File: src/rtl/spi_shifter_pkg.sv
package spi_shifter_pkg;
  localparam int unsigned DATA_W   = 32;
  localparam int unsigned OFS_CFG  = 32'h0;
  localparam int unsigned OFS_CSR  = 32'h8;
  localparam int unsigned OFS_DATA = 32'hC;
  localparam int unsigned BIT_CS0  = 31;
  localparam int unsigned BIT_CS1  = 30;
  localparam int unsigned BIT_LENH = 29;
  localparam int unsigned BIT_RDY  = 27;
  localparam int unsigned BIT_RBIG = 28;
  localparam int unsigned BIT_WBIG = 27;

  // reverse the four byte lanes of a word
  function automatic logic [DATA_W-1:0] lane_swap(input logic [DATA_W-1:0] w);
    return {w[7:0], w[15:8], w[23:16], w[31:24]};
  endfunction

  // word as it leaves the shifter, first wire bit at [31]
  function automatic logic [DATA_W-1:0] tx_stream(input logic [DATA_W-1:0] w,
                                                  input logic quad, input logic big);
    if (!quad)    return {w[31:24], 24'h0};
    else if (big) return w;
    else          return lane_swap(w);
  endfunction

  // register word from the raw shift contents (last bit at [0])
  function automatic logic [DATA_W-1:0] rx_word(input logic [DATA_W-1:0] sr,
                                                input logic quad, input logic big);
    if (!quad)    return {sr[7:0], 24'h0};
    else if (big) return sr;
    else          return lane_swap(sr);
  endfunction

  function automatic logic [5:0] bit_total(input logic quad);
    return quad ? 6'd32 : 6'd8;
  endfunction
endpackage

File: src/rtl/spi_half_timer.sv
module spi_half_timer #(
  parameter int unsigned HALF = 2
) (
  input  logic clk,
  input  logic rst_n,
  input  logic run,
  output logic tick
);
  localparam int unsigned CNT_W = (HALF > 1) ? $clog2(HALF) : 1;
  localparam logic [CNT_W-1:0] LAST = CNT_W'(HALF - 1);

  logic [CNT_W-1:0] cnt_q;

  assign tick = run && (cnt_q == LAST);

  always_ff @(posedge clk or negedge rst_n) begin
    if (!rst_n)         cnt_q <= '0;
    else if (!run || tick) cnt_q <= '0;
    else                cnt_q <= cnt_q + 1'b1;
  end
endmodule

File: src/rtl/spi_shift_core.sv
module spi_shift_core
  import spi_shifter_pkg::*;
(
  input  logic              clk,
  input  logic              rst_n,
  input  logic              start,
  input  logic              start_rx,
  input  logic [5:0]        start_bits,
  input  logic [DATA_W-1:0] start_word,
  input  logic              tick,
  input  logic              miso,
  output logic              sclk,
  output logic              mosi,
  output logic              busy,
  output logic              rx_mode,
  output logic              last_fall,
  output logic [DATA_W-1:0] shift_word
);
  logic [DATA_W-1:0] sr_q;
  logic [5:0]        left_q;
  logic              sclk_q, busy_q, rx_q;
  logic              rise_evt, fall_evt;

  assign rise_evt   = busy_q && tick && !sclk_q;
  assign fall_evt   = busy_q && tick && sclk_q;
  assign last_fall  = fall_evt && (left_q == 6'd1);
  assign sclk       = sclk_q;
  assign busy       = busy_q;
  assign rx_mode    = rx_q;
  assign mosi       = busy_q && !rx_q && sr_q[DATA_W-1];
  assign shift_word = sr_q;

  always_ff @(posedge clk or negedge rst_n) begin
    if (!rst_n) begin
      sr_q <= '0; left_q <= '0; sclk_q <= 1'b0; busy_q <= 1'b0; rx_q <= 1'b0;
    end else if (start && !busy_q) begin
      busy_q <= 1'b1;
      rx_q   <= start_rx;
      left_q <= start_bits;
      sr_q   <= start_rx ? '0 : start_word;
      sclk_q <= 1'b0;
    end else if (rise_evt) begin
      sclk_q <= 1'b1;
      if (rx_q) sr_q <= {sr_q[DATA_W-2:0], miso};
    end else if (fall_evt) begin
      sclk_q <= 1'b0;
      left_q <= left_q - 1'b1;
      if (!rx_q) sr_q <= {sr_q[DATA_W-2:0], 1'b0};
      if (left_q == 6'd1) busy_q <= 1'b0;
    end
  end

  // data only moves while the clock is low
  assert_mosi_hold_R8: assert property (@(posedge clk) disable iff (!rst_n)
    (sclk_q && $past(sclk_q)) |-> $stable(mosi));
  // the last falling edge ends the shift with the clock parked low
  assert_finish_low_R4: assert property (@(posedge clk) disable iff (!rst_n)
    last_fall |=> (!sclk_q && !busy_q));
  // no output data while collecting
  assert_rx_quiet_R12: assert property (@(posedge clk) disable iff (!rst_n)
    (busy_q && rx_q) |-> !mosi);
endmodule

File: src/rtl/spi_flash_shifter.sv
module spi_flash_shifter
  import spi_shifter_pkg::*;
#(
  parameter int unsigned ADDR_W  = 4,
  parameter int unsigned CLK_DIV = 4
) (
  input  logic              clk,
  input  logic              rst_n,
  input  logic [ADDR_W-1:0] bus_addr,
  input  logic              bus_rd,
  input  logic              bus_wr,
  input  logic [31:0]       bus_wdata,
  output logic [31:0]       bus_rdata,
  output logic              bus_wait,
  output logic              spi_sclk,
  output logic              spi_mosi,
  input  logic              spi_miso,
  output logic              spi_cs0_n,
  output logic              spi_cs1_n
);
  localparam int unsigned HALF = (CLK_DIV < 2) ? 1 : CLK_DIV / 2;

  logic sel_cfg, sel_csr, sel_data;
  logic cs0_q, cs1_q, rd_big_q, wr_big_q, xfer_quad_q, xfer_big_q, rx_have_q;
  logic [1:0] len_q;
  logic [DATA_W-1:0] data_q, shift_word, start_word;
  logic busy, rx_mode, last_fall, tick, sclk, mosi;
  logic quad_now, start_tx, start_rx, start_any, ready;

  assign sel_cfg  = (bus_addr == ADDR_W'(OFS_CFG));
  assign sel_csr  = (bus_addr == ADDR_W'(OFS_CSR));
  assign sel_data = (bus_addr == ADDR_W'(OFS_DATA));
  assign quad_now = (len_q == 2'b11);
  assign ready    = !busy;

  // internal events exposed for the checks
  assign start_tx  = bus_wr && sel_data && !busy;
  assign start_rx  = bus_rd && sel_data && !busy && !rx_have_q && !start_tx;
  assign start_any = start_tx || start_rx;
  assign start_word = tx_stream(bus_wdata, quad_now, wr_big_q);

  spi_half_timer #(.HALF(HALF)) u_timer (
    .clk(clk), .rst_n(rst_n), .run(busy), .tick(tick));

  spi_shift_core u_core (
    .clk(clk), .rst_n(rst_n), .start(start_any), .start_rx(start_rx),
    .start_bits(bit_total(quad_now)), .start_word(start_word), .tick(tick),
    .miso(spi_miso), .sclk(sclk), .mosi(mosi), .busy(busy), .rx_mode(rx_mode),
    .last_fall(last_fall), .shift_word(shift_word));

  assign spi_sclk  = sclk;
  assign spi_mosi  = mosi;
  assign spi_cs0_n = cs0_q;
  assign spi_cs1_n = cs1_q;
  assign bus_wait  = bus_rd && sel_data && !rx_have_q;

  always_ff @(posedge clk or negedge rst_n) begin
    if (!rst_n) begin
      cs0_q <= 1'b1; cs1_q <= 1'b1; len_q <= 2'b00;
      rd_big_q <= 1'b0; wr_big_q <= 1'b0;
      xfer_quad_q <= 1'b0; xfer_big_q <= 1'b0;
      rx_have_q <= 1'b0; data_q <= '0;
    end else begin
      if (bus_wr && sel_cfg) begin
        rd_big_q <= bus_wdata[BIT_RBIG];
        wr_big_q <= bus_wdata[BIT_WBIG];
      end
      if (bus_wr && sel_csr) begin
        cs0_q <= bus_wdata[BIT_CS0];
        cs1_q <= bus_wdata[BIT_CS1];
        len_q <= bus_wdata[BIT_LENH -: 2];
      end
      if (start_rx) begin
        xfer_quad_q <= quad_now;
        xfer_big_q  <= rd_big_q;
      end
      if (last_fall && rx_mode) begin
        data_q    <= rx_word(shift_word, xfer_quad_q, xfer_big_q);
        rx_have_q <= 1'b1;
      end else if (bus_rd && sel_data && rx_have_q) begin
        rx_have_q <= 1'b0;
      end
    end
  end

  always_comb begin
    bus_rdata = '0;
    if (sel_cfg) begin
      bus_rdata[BIT_RBIG] = rd_big_q;
      bus_rdata[BIT_WBIG] = wr_big_q;
    end else if (sel_csr) begin
      bus_rdata = {cs0_q, cs1_q, len_q, ready, 27'h0};
    end else if (sel_data) begin
      bus_rdata = data_q;
    end
  end

  // stalls belong only to data reads
  assert_wait_scope_R9: assert property (@(posedge clk) disable iff (!rst_n)
    bus_wait |-> (bus_rd && sel_data));
  // a launched write drops ready on the next cycle
  assert_ready_drop_R4: assert property (@(posedge clk) disable iff (!rst_n)
    start_tx |=> !ready);
  // select pins move only on a control write
  assert_cs_hold_R2: assert property (@(posedge clk) disable iff (!rst_n)
    !(bus_wr && sel_csr) |=> $stable({spi_cs0_n, spi_cs1_n}));
  // a write during a shift does not disturb it
  assert_busy_write_R11: assert property (@(posedge clk) disable iff (!rst_n)
    (bus_wr && sel_data && busy && !last_fall) |=> busy);
  // a held result never coexists with an active shift
  assert_result_idle_R9: assert property (@(posedge clk) disable iff (!rst_n)
    rx_have_q |-> !busy);
endmodule

File: config.mk
export PLATFORM = sky130hd
export DESIGN_NAME = spi_flash_shifter
export DESIGN_NICKNAME = d
export VERILOG_FILES = /design/src/rtl/spi_shifter_pkg.sv /design/src/rtl/spi_half_timer.sv /design/src/rtl/spi_shift_core.sv /design/src/rtl/spi_flash_shifter.sv
export SDC_FILE = /design/constraint.sdc
export NUM_CORES = 1
export LEC_CHECK = 0
export ABC_AREA = 1
export BUFFER_PORTS_ARGS = -buffer_cell sky130_fd_sc_hd__buf_2
export CAP_MARGIN = 0
export CORE_AREA = 2 2 149 151
export CTS_BUF_LIST = sky130_fd_sc_hd__clkbuf_4
export DETAILED_ROUTE_END_ITERATION = 7
export DIE_AREA = 0 0 151 153
export PLACE_DENSITY_LB_ADDON = 0.3
export SYNTH_ARGS = -nofsm -noshare
export SYNTH_HDL_FRONTEND = slang
export SYNTH_SLANG_ARGS = --single-unit
File: constraint.sdc
create_clock -name clk -period 2 [get_ports clk]
set_input_delay 0.1 -clock clk [delete_from_list [all_inputs] [get_ports clk]]
set_output_delay 0.1 -clock clk [all_outputs]
set_load 0.1 [all_outputs]
==> results of run 1 <==
## report_power, final
| group | internal, uW | switching, uW |
|---|---|---|
| sequential | 1840 | 91.0 |
| combinational | 245 | 552 |
| clock | 505 | 623 |
## synth_stat cells (all sizes together), types with 2 or more instances
cell    instances
o21ai          60
or2             2
xor2            3
a21oi          27
nand4          35
nor2           50
clkbuf         14
inv           127
nor3           22
dfstp           2
buf            31
dfrtp          81
clkinv          4
ha              2
o21a           18
nand2         248
nand3          47
## worst register-to-register path, cell delays in order, from the launching register on
cell and delay, ps:
dfrtp_1 540, nand3_2 240, nor2_4 170, nand3_4 200
inv_8 290, nand2_1 120, o21a_1 120
## repair_timing
action	4_1_cts	5_1_grt
endpoints found under the hold margin	88	0
resized for setup	0	1
endpoints found under the setup margin	0	1
hold buffers	6	0
buffers inserted	0	0
## routing by layer
layer / vias up / global-route usage
met1: 2105 / 0.210
met4: 0 / 0.0343
met2: 90 / 0.173
met3: 10 / 0.0203
met5: - / 0
li1: 2550 / -
## worst max path at each step
stage,slack [ps],endpoint,start,cells after the start
2_1_floorplan,-40,bus_rdata[28],bus_addr[1],4
3_3_place_gp,260,data_q[10],u_core.busy,6
3_5_place_dp,210,data_q[0],u_core.busy,6
4_1_cts,80,spi_mosi,u_core.busy,3
5_1_grt,1,spi_mosi,u_core.busy,3
6_report,110,spi_mosi,u_core.busy,3
## kinds of logic (layout without fill, tap and decap cells)
logic type,after synthesis,after routing,synth area share
AND/OR/NAND/NOR,404,404,0.335
XOR/XNOR,4,4,0.00666
AO/OA/AOI/OAI,107,107,0.112
other,0,1,0
flip-flops,83,83,0.395
buffers and inverters,176,240,0.147
adder cells (fa/ha/maj),2,2,0.00475
## cell type report
cell class / instances / area (sq um)
diodes: 1 / 2.50
flip-flops and latches: 83 / 2080
clock inverters: 6 / 90.1
clock buffers: 9 / 67.6
repair buffers: 94 / 568
well taps: 280 / 350
inverters: 131 / 499
fillers: 2441 / 15400
multi-input cells: 517 / 2440
## flip-flops by register name, summed over array words and instances, names as in the netlist
register and count:
wr_big_q 1, rd_big_q 1, xfer_big_q 1, xfer_quad_q 1
u_core.busy 1, spi_cs1_n 1, data_q 32, u_core.left_q 6
u_core.shift_word 32, spi_cs0_n 1, len_q 2, rx_have_q 1
u_core.rx_mode 1, u_timer.cnt_q 1, u_core.sclk 1
## stage by stage
step           hold WS [ps]  area [sq um]  power (uW)
2_1_floorplan          -196          5310        2490
3_3_place_gp           12.2          5880        2750
3_5_place_dp           9.11          5880        2760
4_1_cts                5.37          6100        3910
5_1_grt                13.3          6100        4100
6_report               15.7          6100        3850
==> summary.md, run 1 <==
| Metric | Value |
|---|---|
| Status | finished, final reports clean |
| Area delta synth->final | 16.0% |
| Die H | 153 microns |
| Vias per inst | 4.24 |
| Worst slack at placement | 211 ps |
| Max-cap violations | 0 |
| R2R depth | 6 |
| Clock skew | 19.4 ps |
| Worst r2r src | u_core.busy |
| Main synth FF type | dfrtp_1 |
| P_leak | 0.00322 uW |
| RSZ-0062 raised after global routing | no |
| DP Cell Count | 1099 |
| Commonest non-fill, non-tap cell in the layout | nand2_1 |
| DR WL met2 | 5790 microns |
| Worst-case hold path end point | u_core.shift_word[0] |
| Remaining DRCs | 0 |
| RD Place Congestion | 0.782 |
| Tmin final | 1890 ps |
| Relative slew margins | 0.597 |
| First-pass GRT wire length | 24000 microns |
| PortBufs | 77 |
| WL met1 | 7860 microns |
| Cts bufs inserted | 9 |
| Post-DRT Antenna Nets | 0 |
| Leading area contributor after synthesis | dfrtp_1 |
| Post-DP HPWL | 10800 microns |
| Highest routed layer | met4 |
| Most frequent cells in the layout | 244 x nand2_1, 124 x inv_1, 81 x dfrtp_1, 76 x buf_2, 48 x o21ai_0 |
| Syn_area_per_cell | 6.78 sq um |
| Initial DRT Pass Iterations | 4 |
| Total track usage | 0.129 |
| Htree depth | 3 |
| Synth area leaders | dfrtp_1 39%, nand2_1 17%, inv_1 8.8%, o21ai_0 4.9%, nand3_1 4.2% |
| CTS tree | done |
| Post-synth EDFFs | 0 |
| Share of cells above drive strength 1 | 0.150 |
| Die Span X | 151 microns |
| Worst-path cell with the longest stage delay | dfrtp_1 |
| GRT overflow | 0 |
| Final Max Tran Viols | 0 |
| Worst Tran Pin Value | 604 ps |
| Critical path arrival | 1790 ps |
| Delay-heaviest family, CP | buffers and inverters |
| Async SR Flop Fraction | 1.00 |
| Vias | 4755 |
| Initial Utilization | 0.245 |
| Final worst slack | 111 ps |
| Largest net degree at the start of global routing | 65 |
| Crit-path max cell delay | 540 ps |
| F_max | 529 MHz |
| DR WL met3 | 588 microns |
| Min-Delay Path Depth | 5 |
| Number of global-route vias before repair | 4479 |
| Worst skew pair latency | 440 ps |
| HP Class | in -> reg |
| CTS clk-pin slew, worst paths | 130 ps |
| Initial DRC Count | 374 |
| Root buffer cell | clkbuf_4 |
| Post-route insts no fill | 1121 |
| CP Max Fanout | 9 |
| CTS Sinks | 83 |
| Seq/Total Area, Yosys | 0.395 |
| Hold Crit Start | spi_miso |
| Synth cell types | 33 |
| Mapped Nets | 819 |
| Final TNS setup | 0 ps |
| Clock Path Buffers | 2 |
| Mapped Area | 5260 sq um |
| Cells after Synth | 776 |
| Worst setup path class | reg -> out |
| Final WL | 14400 microns |
| Final hold viol count | 0 |
| CP required | 1900 ps |
| Core footprint | 21500 sq um |
| Ports | 78 |
| WL/cell | 12.8 microns |
| Worst reg-to-reg setup slack | 240 ps |
| Fin crit share | 0.944 |
| Final setup viols | 0 |
| Critical-path cell list | inv_1 -> nor3_2 -> buf_2 |
| PwrDens | 632 nW/um^2 |
| Finished Core Util | 0.284 |
| Worst Setup Start Kind | flip-flop |
| Row count | 54 |
| Full die area | 23100 sq um |
| Area share of the largest cell type after synthesis | 0.385 |
| Final #Nets | 879 |
| Max VDD drop | 0.290 mV |
| FF+latch count, synth | 83 |
| Synth warn | 0 |
| CP endpoint kind | output pin |
| Initial antenna violation count | 1 |
| Worst Path Buf+Inv | 2 |
| R2R Path End | data_q[0] |
No activity file was read; power rests on OpenSTA's default activity.
==> inputs of run 2 (changes only) <==
--- a/config.mk
+++ b/config.mk
@@ -5,13 +5,12 @@
 export SDC_FILE = /design/constraint.sdc
 export NUM_CORES = 1
 export LEC_CHECK = 0
-export ABC_AREA = 1
 export BUFFER_PORTS_ARGS = -buffer_cell sky130_fd_sc_hd__buf_2
 export CAP_MARGIN = 0
-export CORE_AREA = 2 2 149 151
+export CORE_AREA = 2 2 142 144
 export CTS_BUF_LIST = sky130_fd_sc_hd__clkbuf_4
 export DETAILED_ROUTE_END_ITERATION = 7
-export DIE_AREA = 0 0 151 153
+export DIE_AREA = 0 0 144 146
 export PLACE_DENSITY_LB_ADDON = 0.3
 export SYNTH_ARGS = -nofsm -noshare
 export SYNTH_HDL_FRONTEND = slang
==> run 2 against run 1 <==
Global-route usage is essentially flat. Worst setup slack gained 95 ps. Critical path depth is the same. Synthesized area shrank 8.8%. Core utilization grew 3.7 points. Cell count shrank 27%. Critical endpoint unchanged.
==> summary.md, run 2 <==
| Metric | Value |
|---|---|
| Status | finished, final reports clean |
| Ant diodes | 0 |
| Share of cells above drive strength 1 | 0.333 |
| Commonest cells in the netlist | 88 x nand2_1, 81 x dfrtp_1, 47 x mux2_2 |
| Ports | 78 |
| Vias per inst | 4.55 |
| PortBufs | 77 |
| Worst Tran Pin Value | 545 ps |
| First-pass GRT wire length | 21200 microns |
| Leading area contributor after synthesis | dfrtp_1 |
| CTS Sinks | 83 |
| Async SR Flop Fraction | 1.00 |
| Main synth FF type | dfrtp_1 |
| Area share of the largest cell type after synthesis | 0.422 |
| Vias | 3734 |
| Placed Area | 6020 sq um |
| Final WL | 12800 microns |
| GRT overflow | 0 |
| Total track usage | 0.130 |
| Cells after Synth | 478 |
| Post-DP HPWL | 9310 microns |
| Power Total | 6170 uW |
| Most frequent cells in the layout | 88 x nand2_1, 81 x dfrtp_1, 47 x mux2_2, 43 x buf_2, 38 x buf_12 |
| WL/cell | 15.6 microns |
| Worst-path cell with the longest stage delay | dfrtp_1 |
| Fill cell count | 2002 |
| Critical-path cell list | nand2_1 -> nor2_1 -> buf_2 |
| Seq/Total Area, Yosys | 0.433 |
| Simple-gate share of the synthesized area | 0.165 |
| Final setup viols | 0 |
| Tmin final | 1790 ps |
| Compound-Gate Fraction of Synth Area | 0.173 |
| Root buffer cell | clkbuf_4 |
| Synth cell types | 42 |
| Worst Path Buf+Inv | 1 |
| Post-synth EDFFs | 0 |
| P_leak | 0.00257 uW |
| Fin crit share | 0.897 |
| DP Cell Count | 798 |
| Final Max Tran Viols | 0 |
| Worst skew pair latency | 460 ps |
| Initial DRT Pass Iterations | 4 |
| Remaining DRCs | 0 |
| Sequential cell area | 2080 sq um |
| Most common cell in the synthesized netlist | nand2_1 |
| Initial antenna violation count | 0 |
| Initial DRC Count | 256 |
| Multi-input logic area | 2530 sq um |
| Initial Utilization | 0.248 |
| Worst setup path class | reg -> out |
| CP required | 1900 ps |
| Die H | 146 microns |
| Syn_area_per_cell | 10.0 sq um |
| Crit-path max cell delay | 560 ps |
| Post-route insts no fill | 820 |
| Mux share of post-synthesis cell area | 0.167 |
| Final #Nets | 594 |
| CP endpoint kind | output pin |
| Finished Cell Area | 6210 sq um |
| Cts bufs inserted | 9 |
| PwrDens | 993 nW/um^2 |
| Number of global-route vias before repair | 3877 |
| Die Span X | 144 microns |
| Post-CTS sizing | 0 |
| Delay-heaviest family, CP | flip-flops |
| Clock skew | 18.9 ps |
| Final TNS setup | 0 ps |
| CP Max Fanout | 10 |
| CTS tree | done |
| Htree depth | 3 |
| RD Place Congestion | 0.840 |
| Post-DRT Antenna Nets | 0 |
| RSZ-0062 raised after global routing | no |
| Synth warn | 0 |
| Max-cap violations | 0 |
| Worst Setup Start Kind | flip-flop |
| Critical path arrival | 1690 ps |
| Mapped Nets | 521 |
| Commonest non-fill, non-tap cell in the layout | nand2_1 |
| Relative slew margins | 0.636 |
| Mapped Area | 4800 sq um |
| Full die area | 21000 sq um |
| HP Class | in -> reg |
| Largest net degree at the start of global routing | 56 |
| Post-Synth XOR/XNOR Area | 0.0128 |
| Clock Path Buffers | 2 |
| Area delta synth->final | 29.5% |
| Core footprint | 19300 sq um |
| WHS | 34.9 ps |
| Largest family of logic cells by synthesized area | compound AO/OA/AOI/OAI gates |
| Synth area leaders | dfrtp_1 42%, mux2_2 11%, nand2_1 6.9%, a2bb2oi_2 6.3%, and2_1 3.8% |
| CTS clk-pin slew, worst paths | 130 ps |
| Max VDD drop | 0.329 mV |
| F_max | 557 MHz |
| Final hold viol count | 0 |
| Post-synthesis adder-cell area fraction | 0.00522 |
| FF+latch count, synth | 83 |
| Row count | 51 |
[run 2: cell types whose count changed in the layout (fill, tap and decap cells not counted), sizes merged, moves of 17 or more]
cell     change
a21oi       -24
inv        -123
nand4       -34
nand2      -159
a2bb2oi     +31
nor2        -35
o21a        -17
and2        +29
nor3        -19
mux2        +57
nand3       -43
[run 2: per-layer routing]
metal | wire [microns] | vias up | part of all wire | global-route usage
met1 | 5900 | 1829 | 0.46 | 0.176
met4 | 189 | 0 | 0.015 | 0.0441
met5 | 0 | - | 0 | 0
li1 | - | 1810 | - | -
met2 | 6200 | 83 | 0.49 | 0.208
met3 | 487 | 12 | 0.038 | 0.0217
[run 2: per-stage QoR]
step	util	worst slack [ps]
after floorplan	-	11.3
after global placement	0.311	332
after detailed placement	0.311	272
after CTS	0.321	137
after global routing	0.321	58.9
final	0.321	206
[run 2: worst reg2reg max path, cell delays in order, from the launching register on]
cell and delay, ps:
dfrtp_1 520, nor4b_4 330, nand3_1 310, or2_1 320, a2bb2oi_1 170
[run 2: what timing repair did]
item                                   4_1_cts  5_1_grt
hold buffers                                 7        0
buffers inserted                             0        0
endpoints found under the hold margin       45        0
[run 2: worst paths after layout]
path	slack, ps	cells after the start	to	from
setup / recovery	210	3	spi_mosi	u_core.busy
hold / removal	30	4	u_core.shift_word[27]	bus_wdata[3]
setup reg to reg	280	4	u_core.shift_word[30]	u_core.busy
hold reg to reg	470	1	u_timer.cnt_q	u_timer.cnt_q
max in group asynchronous	1190	3	xfer_big_q	rst_n
min in group asynchronous	160	2	data_q[0]	rst_n
[run 2: power by group]
part           total (uW)  leakage [uW]  switching (uW)  internal (uW)
clock                 964     0.0000629             600            363
combinational        2520       0.00148            1240           1280
sequential           2690       0.00103             545           2150
[run 2: layout make-up]
class / count / area share
Clock buffer: 9 / 0.0109
Clock inverter: 6 / 0.00926
Inverter: 6 / 0.00362
Multi-Input combinational cell: 352 / 0.407
Sequential cell: 83 / 0.335
Tap cell: 265 / 0.0534
Timing Repair Buffer: 99 / 0.182
[run 2: logic make-up after synthesis]
| family | Yosys count |
|---|---|
| xor gates and xnor gates | 7 |
| AOI/OAI and AO/OA | 109 |
| muxes | 73 |
| buffers and inverters | 43 |
| adders and majority gates | 2 |
| and+or+nand+nor | 161 |
| DFF | 83 |
